## config.mk

```make
export PLATFORM = sky130hd
export DESIGN_NAME = e1fa_monitor
export DESIGN_NICKNAME = d
export VERILOG_FILES = /design/src/rtl/e1fa_pkg.sv /design/src/rtl/e1fa_bitpos.sv /design/src/rtl/e1fa_align_fsm.sv /design/src/rtl/e1fa_red_timer.sv /design/src/rtl/e1fa_monitor.sv
export SDC_FILE = /design/constraint.sdc
export NUM_CORES = 1
export LEC_CHECK = 0
export BUFFER_PORTS_ARGS = -buffer_cell sky130_fd_sc_hd__buf_2
export CORE_UTILIZATION = 39
export DETAILED_ROUTE_END_ITERATION = 8
export GPL_TIMING_DRIVEN = 0
export PLACE_DENSITY = 0.64
export RECOVER_POWER = 25
export SYNTH_ARGS = -nofsm -noshare
export SYNTH_HDL_FRONTEND = slang
export SYNTH_HIERARCHICAL = 1
export SYNTH_SLANG_ARGS = --single-unit
```

## constraint.sdc

```tcl
create_clock -name clk -period 2.7 [get_ports clk]
set_clock_uncertainty 0.1 [all_clocks]
set_input_delay 0.135 -clock clk [delete_from_list [all_inputs] [get_ports clk]]
set_output_delay 0.135 -clock clk [all_outputs]
set_load 0.02 [all_outputs]
```

## src/rtl/e1fa_pkg.sv

```systemverilog
package e1fa_pkg;
   // Bits 2..8 of timeslot 0 in an alignment frame, bit 2 in the MSB.
   localparam logic [6:0] FAS_WORD = 7'b0011011;

   typedef enum logic [1:0] {
      ST_HUNT     = 2'd0,
      ST_CHK_NFAS = 2'd1,
      ST_CHK_FAS  = 2'd2,
      ST_LOCKED   = 2'd3
   } align_st_t;
endpackage

```

## src/rtl/e1fa_bitpos.sv

```systemverilog
module e1fa_bitpos #(
   parameter int FRAME_BITS = 256,
   parameter int LOAD_AT    = 7,
   localparam int PW        = $clog2(FRAME_BITS)
) (
   input  logic          clk,
   input  logic          rst,
   input  logic          adv,
   input  logic          load,
   output logic [PW-1:0] pos
);
   generate
      if (LOAD_AT >= FRAME_BITS) begin : g_bad_load
         $error("e1fa_bitpos: LOAD_AT must lie inside the frame");
      end
   endgenerate

   always_ff @(posedge clk) begin
      if (rst)
         pos <= '0;
      else if (load)
         pos <= PW'(LOAD_AT);
      else if (adv)
         pos <= (pos == PW'(FRAME_BITS - 1)) ? '0 : pos + 1'b1;
   end
endmodule

```

## src/rtl/e1fa_align_fsm.sv

```systemverilog
module e1fa_align_fsm
   import e1fa_pkg::*;
#(
   parameter int LOSS_ERRS = 3,
   localparam int EW       = $clog2(LOSS_ERRS)
) (
   input  logic       clk,
   input  logic       rst,
   input  logic       adv,        // a new bit has entered word_now
   input  logic       frame_evt,  // this bit lands on timeslot 0, bit index 7
   input  logic [6:0] word_now,   // last seven bits, oldest in the MSB
   output logic       load_pos,
   output logic       lost,
   output logic       cefs,
   output logic [6:0] rx_word
);
   align_st_t     st;
   logic [EW-1:0] err_run;
   logic          prev_err;
   logic          fas_due;
   logic          word_ok;

   generate
      if (LOSS_ERRS < 2) begin : g_bad_loss
         $error("e1fa_align_fsm: LOSS_ERRS must be at least 2");
      end
   endgenerate

   always_comb begin
      word_ok  = (word_now == FAS_WORD);
      load_pos = adv && (st == ST_HUNT) && word_ok;
      lost     = (st != ST_LOCKED);
   end

   always_ff @(posedge clk) begin
      if (rst) begin
         st       <= ST_HUNT;
         err_run  <= '0;
         prev_err <= 1'b0;
         fas_due  <= 1'b0;
         cefs     <= 1'b0;
         rx_word  <= '0;
      end else begin
         case (st)
            ST_HUNT: if (load_pos) begin
               st      <= ST_CHK_NFAS;
               rx_word <= word_now;
            end
            ST_CHK_NFAS: if (frame_evt)
               st <= word_now[6] ? ST_CHK_FAS : ST_HUNT;
            ST_CHK_FAS: if (frame_evt) begin
               rx_word <= word_now;
               if (word_ok) begin
                  st       <= ST_LOCKED;
                  fas_due  <= 1'b0;
                  err_run  <= '0;
                  prev_err <= 1'b0;
                  cefs     <= 1'b0;
               end else begin
                  st <= ST_HUNT;
               end
            end
            default: if (frame_evt) begin
               fas_due <= !fas_due;
               if (fas_due) begin
                  rx_word <= word_now;
                  if (word_ok) begin
                     err_run  <= '0;
                     prev_err <= 1'b0;
                     cefs     <= 1'b0;
                  end else begin
                     prev_err <= 1'b1;
                     cefs     <= prev_err;
                     if (err_run == EW'(LOSS_ERRS - 1))
                        st <= ST_HUNT;
                     else
                        err_run <= err_run + 1'b1;
                  end
               end
            end
         endcase
      end
   end

   // a fresh lock always shows a clean alignment word.
   a_r10_lock_shows_fas: assert property (@(posedge clk) disable iff (rst)
      $fell(lost) |-> (rx_word == FAS_WORD));

   // the double-error flag can only rise from a locked state.
   a_r8_cefs_from_lock: assert property (@(posedge clk) disable iff (rst)
      $rose(cefs) |-> $past(!lost));

   // a new lock starts with a clear error history.
   a_r8_cefs_clear_on_lock: assert property (@(posedge clk) disable iff (rst)
      $fell(lost) |-> !cefs);
endmodule

```

## src/rtl/e1fa_red_timer.sv

```systemverilog
module e1fa_red_timer #(
   parameter int FRAME_BITS = 256,
   parameter int RED_FRAMES = 800,
   localparam int LIMIT     = RED_FRAMES * FRAME_BITS,
   localparam int CW        = $clog2(LIMIT)
) (
   input  logic clk,
   input  logic rst,
   input  logic adv,
   input  logic lost,
   output logic red
);
   logic [CW-1:0] cnt;

   generate
      if (RED_FRAMES < 1) begin : g_bad_red
         $error("e1fa_red_timer: RED_FRAMES must be at least 1");
      end
   endgenerate

   always_ff @(posedge clk) begin
      if (rst || !lost) begin
         cnt <= '0;
         red <= 1'b0;
      end else if (adv && !red) begin
         if (cnt == CW'(LIMIT - 1))
            red <= 1'b1;
         else
            cnt <= cnt + 1'b1;
      end
   end

   // the alarm only rises while alignment is lost.
   a_r11_red_needs_loss: assert property (@(posedge clk) disable iff (rst)
      $rose(red) |-> lost);

   // the alarm is gone one clock after alignment returns.
   a_r12_red_drops: assert property (@(posedge clk) disable iff (rst)
      $fell(lost) |=> !red);
endmodule

```

## src/rtl/e1fa_monitor.sv

```systemverilog
module e1fa_monitor #(
   parameter int TS_BITS    = 8,
   parameter int NUM_TS     = 32,
   parameter int RED_FRAMES = 800,
   parameter int LOSS_ERRS  = 3,
   localparam int FRAME_BITS = TS_BITS * NUM_TS,
   localparam int PW         = $clog2(FRAME_BITS),
   localparam int TSW        = $clog2(NUM_TS),
   localparam int TBW        = $clog2(TS_BITS)
) (
   input  logic           clk,
   input  logic           rst,
   input  logic           bit_vld,
   input  logic           bit_in,
   output logic           frm_lost,
   output logic           fas_err2,
   output logic           red_alarm,
   output logic [6:0]     rx_fas_word,
   output logic [TSW-1:0] ts_num,
   output logic [TBW-1:0] ts_bit
);
   generate
      if (TS_BITS != 8) begin : g_bad_ts_bits
         $error("e1fa_monitor: the alignment word needs 8-bit timeslots");
      end
      if ((NUM_TS < 2) || ((1 << TSW) != NUM_TS)) begin : g_bad_num_ts
         $error("e1fa_monitor: NUM_TS must be a power of two");
      end
   endgenerate

   logic [6:0]    win_q;
   logic [6:0]    win_nxt;
   logic [PW-1:0] pos;
   logic          load_pos;
   logic          frame_evt;

   assign win_nxt   = {win_q[5:0], bit_in};
   assign frame_evt = bit_vld && (pos == PW'(TS_BITS - 2));

   always_ff @(posedge clk) begin
      if (rst)
         win_q <= '0;
      else if (bit_vld)
         win_q <= win_nxt;
   end

   e1fa_bitpos #(
      .FRAME_BITS (FRAME_BITS),
      .LOAD_AT    (TS_BITS - 1)
   ) u_bitpos (
      .clk  (clk),
      .rst  (rst),
      .adv  (bit_vld),
      .load (load_pos),
      .pos  (pos)
   );

   e1fa_align_fsm #(
      .LOSS_ERRS (LOSS_ERRS)
   ) u_fsm (
      .clk       (clk),
      .rst       (rst),
      .adv       (bit_vld),
      .frame_evt (frame_evt),
      .word_now  (win_nxt),
      .load_pos  (load_pos),
      .lost      (frm_lost),
      .cefs      (fas_err2),
      .rx_word   (rx_fas_word)
   );

   e1fa_red_timer #(
      .FRAME_BITS (FRAME_BITS),
      .RED_FRAMES (RED_FRAMES)
   ) u_red (
      .clk  (clk),
      .rst  (rst),
      .adv  (bit_vld),
      .lost (frm_lost),
      .red  (red_alarm)
   );

   assign ts_num = frm_lost ? '0 : pos[PW-1 -: TSW];
   assign ts_bit = frm_lost ? '0 : pos[TBW-1:0];

   // lock is declared on the last bit of timeslot 0.
   a_r3_lock_at_ts0_end: assert property (@(posedge clk) disable iff (rst)
      $fell(frm_lost) |-> (pos == PW'(TS_BITS - 1)));

   // while locked, every valid bit moves the bit index forward by one.
   a_r6_bit_index_steps: assert property (@(posedge clk) disable iff (rst)
      (!frm_lost && $past(!frm_lost) && $past(bit_vld))
         |-> (ts_bit == $past(ts_bit) + TBW'(1)));

   // position outputs rest at zero while unaligned.
   a_r6_pos_zero_unlocked: assert property (@(posedge clk) disable iff (rst)
      frm_lost |-> (ts_num == '0 && ts_bit == '0));
endmodule

```

==> metrics.csv, run 1 <==
stage;metric;value;unit
floorplanning;IO Count;22;
power_and_ir_drop;switching pwr;0.321;mW
synthesis;Top FF cell, synth;dfxtp_1;
sta;Final min period;2.19;ns
clock_network;H-tree depth;2;
global_routing;total gr overflow;0;
synthesis;Post-synth EDFFs;0;
floorplanning;die height;82.4;um
clock_network;TritonCTS Buffers;5;
power_and_ir_drop;Int Pwr;0.965;mW
power_and_ir_drop;Switching Fraction;0.250;
placement;Post-Place Cells;379;
synthesis;async set-reset flop share out of synthesis;0;
min_path;HP Class;input pin to flop;
cells_and_area;Area Overhead vs Synth;11.2;%
cells_and_area;diode count;0;
placement;pre-CTS setup slack;0.522;ns
floorplanning;# rows;28;
clock_network;worst-skew pair later-pin latency;0.30;ns
clock_network;CTS resizes;0;
sta;Pins Over Slew Limit;0;
sta;Slew @ Worst Pin;0.621;ns
power_and_ir_drop;Overall Power;1.29;mW
run_status;outcome;completed;
synthesis;Seq/Total Area, Yosys;0.373;
synthesis;Warnings, synthesis;6;
drt;drt pass-1 iters;4;
flow_run;max-cap viol count;0;
synthesis;top cell type's share of synthesized area;0.373;
cells_and_area;most frequent cells in the layout;dfxtp_1, nor2_1, a21oi_1, nand2b_1, clkbuf_1;
power_and_ir_drop;PwrDens;458;nW/um^2
floorplanning;Core Box Area;6100;sq um
global_routing;Global Route Usage Sum;0.162;
critical_path;critical path class;flop to flop;
floorplanning;initial core utilization;0.414;
drt;Via density;5.40;
clock_network;clk slew on worst S/H paths;0.09;ns
drt;# DRC;0;
clock_network;CTS tree;yes;
sta;post-route setup slack;0.510;ns
global_routing;largest net degree at the start of global routing;18;
synthesis;Synth area leaders;dfxtp_1, mux2i_1, nor2_1, xor2_1, a21oi_1;
drt;vias;2089;
floorplanning;Die ar.;6800;sq um
synthesis;post-synth top area cell;dfxtp_1;
synthesis;Mapped Avg Cell Area;8.92;sq um
clock_network;# hold bufs at CTS;0;
synthesis;Seq cells post-synth;47;
sta;Setup Viol. Count Final;0;
synthesis;synthesized instance count;283;
power_and_ir_drop;combinational power share;0.093;
synthesis;synth unique cells;54;
critical_path;critical-path maximum fanout;7;
critical_path;crit path launch type;flop;
power_and_ir_drop;Seq pwr share;0.559;
sta;setup TNS;0;ns
global_routing;antenna violations before repair;0;
sta;RSZ-0062 raised after global routing;no;
power_and_ir_drop;Clock power frac;0.348;
cells_and_area;layout cells sized above 1;0.131;
clock_network;deepest clock path buffer count;2;
clock_network;post-CTS setup buffer count;0;
critical_path;worst path arrival time;2.31;ns
synthesis;mapped cell area;2520;sq um
synthesis;syn_nets;295;
sta;Tcrit/Tclk final;0.811;
sta;final count of hold timing violations;0;
drt;final WL;5.01;mm
critical_path;CP required;2.82;ns
drt;Routed Antenna Nets;0;
placement;routability cong.;0.798;
sta;Rel. slew slack;0.583;
sta;Min Hold Slack;0.0180;ns
global_routing;number of global-route vias before repair;1887;
clock_network;CTS sink cnt;47;
sta;fmax;457;MHz
placement;Post-DP HPWL;3.54;mm
placement;count of port buffers added during placement;21;
cells_and_area;commonest non-fill, non-tap cell in the layout;dfxtp_1;
power_and_ir_drop;VDD IR-drop max;279;uV
drt;Starting DRT DRC Count;96;
drt;Avg WL per Cell;12.9;um
critical_path;Critical Path End Type;flop;
cells_and_area;fin cells;387;
global_routing;first-pass GRT wire length;8.58;mm
cells_and_area;Layout Nets;323;
power_and_ir_drop;leakage;0.988;nW
floorplanning;die extent in x;82.4;um
clock_network;clk root buf;clkbuf_8;
[routing by layer]
layer  vias to the layer above  track usage  wire [um]
li1                       1078            -          -
met1                       972        0.222       2660
met2                        34        0.254       2150
met3                         5       0.0374        138
met4                         0       0.0456         51
met5                         -            0          0
[sequential cells by signal, indices dropped and copies added, names as in the netlist]
signal          cells
u_red/red           1
u_fsm/cefs          1
u_fsm/prev_err      1
u_fsm/rx_word       7
u_fsm/st            2
u_bitpos/pos        8
win_q               6
u_fsm/err_run       2
u_fsm/fas_due       1
u_red/cnt          18
[path summary, 6_finish.rpt]
path	from	end	slack [ns]	cells after the start
worst max-delay path	u_bitpos/pos[1]	u_fsm/rx_word[3]	0.51	5
worst max register to register	u_bitpos/pos[1]	u_fsm/rx_word[3]	0.51	5
worst min register to register	u_fsm/rx_word[2]	u_fsm/rx_word[2]	0.38	2
worst min-delay path	bit_in	u_fsm/rx_word[0]	0.02	3
[cells by family after synthesis]
family | share of synthesized area
fa+ha+maj | 0.0397
buf+inv | 0.0372
flops | 0.373
xor+xnor | 0.0416
simple gates | 0.298
mux | 0.0605
compound gates | 0.150
[Yosys cell counts, drive strengths merged (2+ instances only)]
cell and number:
ha 8, nand2 13, inv 9, a21oi 20, nor3 4, o21ai 11, clkbuf 5, or3 4
and3 4, mux2 2, and2 2, nor2 29, nor2b 11, or4 5, o2111ai 2, o211ai 9
nor4b 2, nand2b 16, nand4 10, nand3 14, dfxtp 47, xor2 12, and4 3, buf 6
o31ai 2, a31oi 3, mux2i 13
[cell type report]
type                       count  area, sq um
buffer                        11         58.8
inverter                       9         33.8
tap                           75         93.8
clock buffer                   7         86.3
fill                         645         3290
multi-input combinational    216         1490
timing repair buffer          21         93.8
clock inverter                 1         8.76
sequential                    47          941
[stage by stage]
step	instance area [sq um]	utilization
floorplan	2520	-
global placement	2720	0.447
detailed placement	2720	0.447
CTS	2820	0.462
global route	2810	0.460
finish	2810	0.460
[power groups by stage]
stage | registers, mW | clock network (mW) | logic [mW]
finish | 0.719 | 0.448 | 0.119
global route | 0.722 | 0.493 | 0.132
CTS | 0.719 | 0.466 | 0.120
detailed placement | 0.735 | 0 | 0.120
global placement | 0.735 | 0 | 0.118
floorplan | 0.734 | 0 | 0.0912
[critical path, cell delays in order, from the launching register on]
cell	delay, ns
dfxtp_1	0.44
nor4bb_1	0.30
and4_1	0.30
a21oi_1	0.11
nor4_4	0.61
mux2i_1	0.26
(Power assumes the default switching activity.)
==> run 2: changes to the inputs <==
ABC_AREA = 1   (was default)
PLACE_DENSITY = 0.66   (was 0.64)
clock period = 1.8 ns   (was 2.7 ns; I/O delays follow)
==> metrics.csv, run 2 <==
stage;metric;value;unit
run_status;outcome;completed;
floorplanning;die extent in x;86.6;um
floorplanning;Die ar.;7500;sq um
global_routing;largest net degree at the start of global routing;15;
placement;routability cong.;0.845;
power_and_ir_drop;combinational power share;0.266;
power_and_ir_drop;leakage;1.29;nW
critical_path;CP required;1.90;ns
synthesis;Simple-Gate Fraction of Synth Area;0.418;
clock_network;clk slew on worst S/H paths;0.09;ns
drt;# DRC;0;
clock_network;worst-skew pair later-pin latency;0.30;ns
sta;Tcrit/Tclk final;0.959;
sta;final count of hold timing violations;0;
synthesis;Warnings, synthesis;6;
power_and_ir_drop;VDD IR-drop max;547;uV
clock_network;deepest clock path buffer count;2;
drt;Via density;4.63;
clock_network;clk root buf;clkbuf_8;
sta;RSZ-0062 raised after global routing;yes;
cells_and_area;Layout Nets;473;
synthesis;Mapped Avg Cell Area;6.49;sq um
global_routing;total gr overflow;0;
drt;Routed Antenna Nets;0;
drt;Avg WL per Cell;10.4;um
critical_path;reg2reg end;u_fsm/err_run[0];
critical_path;r2r worst-path depth;11;
synthesis;Seq cells post-synth;47;
drt;drt pass-1 iters;4;
min_path;HP Class;input pin to flop;
cells_and_area;Biggest register;u_red/cnt;
synthesis;most frequent cell after synthesis;nand2_1;
sta;Final min period;1.73;ns
cells_and_area;commonest non-fill, non-tap cell in the layout;nand2_1;
power_and_ir_drop;Overall Power;2.53;mW
synthesis;most common library cells after synthesis;nand2_1, nor2_1, inv_1;
synthesis;Compound-Gate Fraction of Synth Area;0.0932;
synthesis;syn_nets;442;
cells_and_area;layout cells sized above 1;0.177;
critical_path;crit path launch type;flop;
clock_network;H-tree depth;2;
floorplanning;initial core utilization;0.407;
drt;final WL;5.83;mm
critical_path;Reg-to-Reg Start;u_bitpos/pos[1];
cells_and_area;post-route cell area;3160;sq um
flow_run;max-cap viol count;0;
sta;fmax;579;MHz
placement;Placed Area;3020;sq um
synthesis;Synth Area in XOR/XNOR;0.00941;
placement;Post-DP HPWL;4.31;mm
clock_network;CTS tree;yes;
synthesis;top cell type's share of synthesized area;0.337;
global_routing;antenna violations before repair;0;
cells_and_area;Largest register FFs;18;
cells_and_area;most frequent cells in the layout;nand2_1, nor2_1, inv_1, dfxtp_1, a21oi_1;
critical_path;Critical Path End Type;flop;
critical_path;Setup crit start;u_bitpos/pos[1];
cells_and_area;diode count;0;
critical_path;r2r setup slk;0.07;ns
sta;Slew @ Worst Pin;0.399;ns
drt;vias;2586;
critical_path;worst path arrival time;1.83;ns
synthesis;synth unique cells;28;
synthesis;Post-synth EDFFs;0;
synthesis;Seq/Total Area, Yosys;0.337;
placement;count of port buffers added during placement;21;
power_and_ir_drop;Clock power frac;0.278;
floorplanning;IO Count;22;
sta;Setup Viol. Count Final;0;
cells_and_area;Top Registers;u_red/cnt (18), u_bitpos/pos (8), u_fsm/rx_word (7);
power_and_ir_drop;Seq pwr share;0.457;
cells_and_area;Area Overhead vs Synth;13.2;%
critical_path;critical-path maximum fanout;5;
floorplanning;Core Box Area;6870;sq um
global_routing;first-pass GRT wire length;9.75;mm
floorplanning;# rows;30;
power_and_ir_drop;Int Pwr;1.69;mW
synthesis;async set-reset flop share out of synthesis;0;
synthesis;Top FF cell, synth;dfxtp_1;
global_routing;number of global-route vias before repair;2244;
floorplanning;die height;86.6;um
synthesis;largest family of logic cells by synthesized area;simple AND/OR/NAND/NOR gates;
synthesis;Synth Area in Adders;0.0358;
synthesis;Synth area leaders;dfxtp_1, nand2_1, nor2_1, inv_1, a21oi_1;
clock_network;TritonCTS Buffers;5;
min_path;Hold Path End;u_fsm/err_run[1];
synthesis;post-synthesis mux area share;0;
drt;Starting DRT DRC Count;55;
global_routing;Global Route Usage Sum;0.163;
synthesis;post-synth top area cell;dfxtp_1;
synthesis;synthesized instance count;430;
sta;Rel. slew slack;0.734;
clock_network;CTS sink cnt;47;
min_path;Hold Path Depth;2;
sta;Pins Over Slew Limit;0;
min_path;Min-Delay Startpoint;rst;
synthesis;mapped cell area;2790;sq um
power_and_ir_drop;switching pwr;0.844;mW
critical_path;critical path class;flop to flop;
power_and_ir_drop;Switching Fraction;0.333;
power_and_ir_drop;PwrDens;800;nW/um^2
-- run 2: cells by family (layout without fill, tap and decap cells) --
family	Yosys count	in the layout
compound gates	49	49
xor+xnor	3	3
fa+ha+maj	8	8
buf+inv	71	103
flops	47	47
simple gates	252	252
-- run 2: per-layer routing --
layer	track usage	wire, um	share of wire
met5	0	0	0
met4	0.0455	47	0.0081
met3	0.0324	134	0.023
met2	0.271	2690	0.46
met1	0.214	2960	0.51
-- run 2: final cells by class --
type / count / area (sq um)
Buffer: 6 / 48.8
Clock buffer: 8 / 100
Fill cell: 720 / 3710
Inverter: 65 / 249
Multi-Input combinational cell: 312 / 1580
Sequential cell: 47 / 951
Tap cell: 96 / 120
Timing Repair Buffer: 24 / 118
-- run 2: worst max-delay path by stage --
stage | to | slack [ns] | cells after the start
after floorplan | u_fsm/err_run[0] | 0.26 | 11
after global placement | u_fsm/err_run[1] | 0.03 | 12
after detailed placement | u_bitpos/pos[4] | 0.007 | 10
after CTS | u_fsm/rx_word[2] | 0.01 | 9
after global routing | u_fsm/err_run[1] | -0.07 | 12
final | u_fsm/err_run[0] | 0.07 | 11
-- run 2: power by group through the flow --
stage | clock (mW) | sequential [mW] | combinational [mW]
2_1_floorplan | 0 | 1.22 | 0.472
3_3_place_gp | 0 | 1.17 | 0.644
3_5_place_dp | 0 | 1.18 | 0.662
4_1_cts | 0.731 | 1.15 | 0.665
5_1_grt | 0.772 | 1.16 | 0.755
6_report | 0.703 | 1.16 | 0.672
-- run 2: what timing repair did --
item,4_1_cts,5_1_grt
endpoints found under the hold margin,2,0
hold buffers,1,0
buffers inserted,0,2
pin swaps,0,1
resized for setup,1,16
endpoints found under the setup margin,1,23
-- run 2: through the flow --
step / setup slack (ns) / util / cells / hold slack (ns) / TNS [ns]
finish: 0.0734 / 0.460 / 558 / 0.0338 / 0
global route: -0.0652 / 0.460 / 558 / 0.0566 / -0.143
CTS: 0.0114 / 0.456 / 556 / 0.0298 / 0
detailed placement: 0.00743 / 0.439 / 547 / 0.274 / 0
global placement: 0.0310 / 0.439 / 547 / 0.269 / 0
floorplan: 0.257 / - / 430 / 0.0591 / 0
-- run 2: worst max-delay path: stages (launching register included) --
cell	delay [ns]
dfxtp_4	0.37
inv_1	0.05
nor2_1	0.11
nand3_2	0.10
nor2_4	0.18
nand2_1	0.11
nor2_2	0.14
nand2_1	0.09
clkinv_1	0.07
nand3_2	0.11
o21ai_1	0.14
nor2_1	0.05
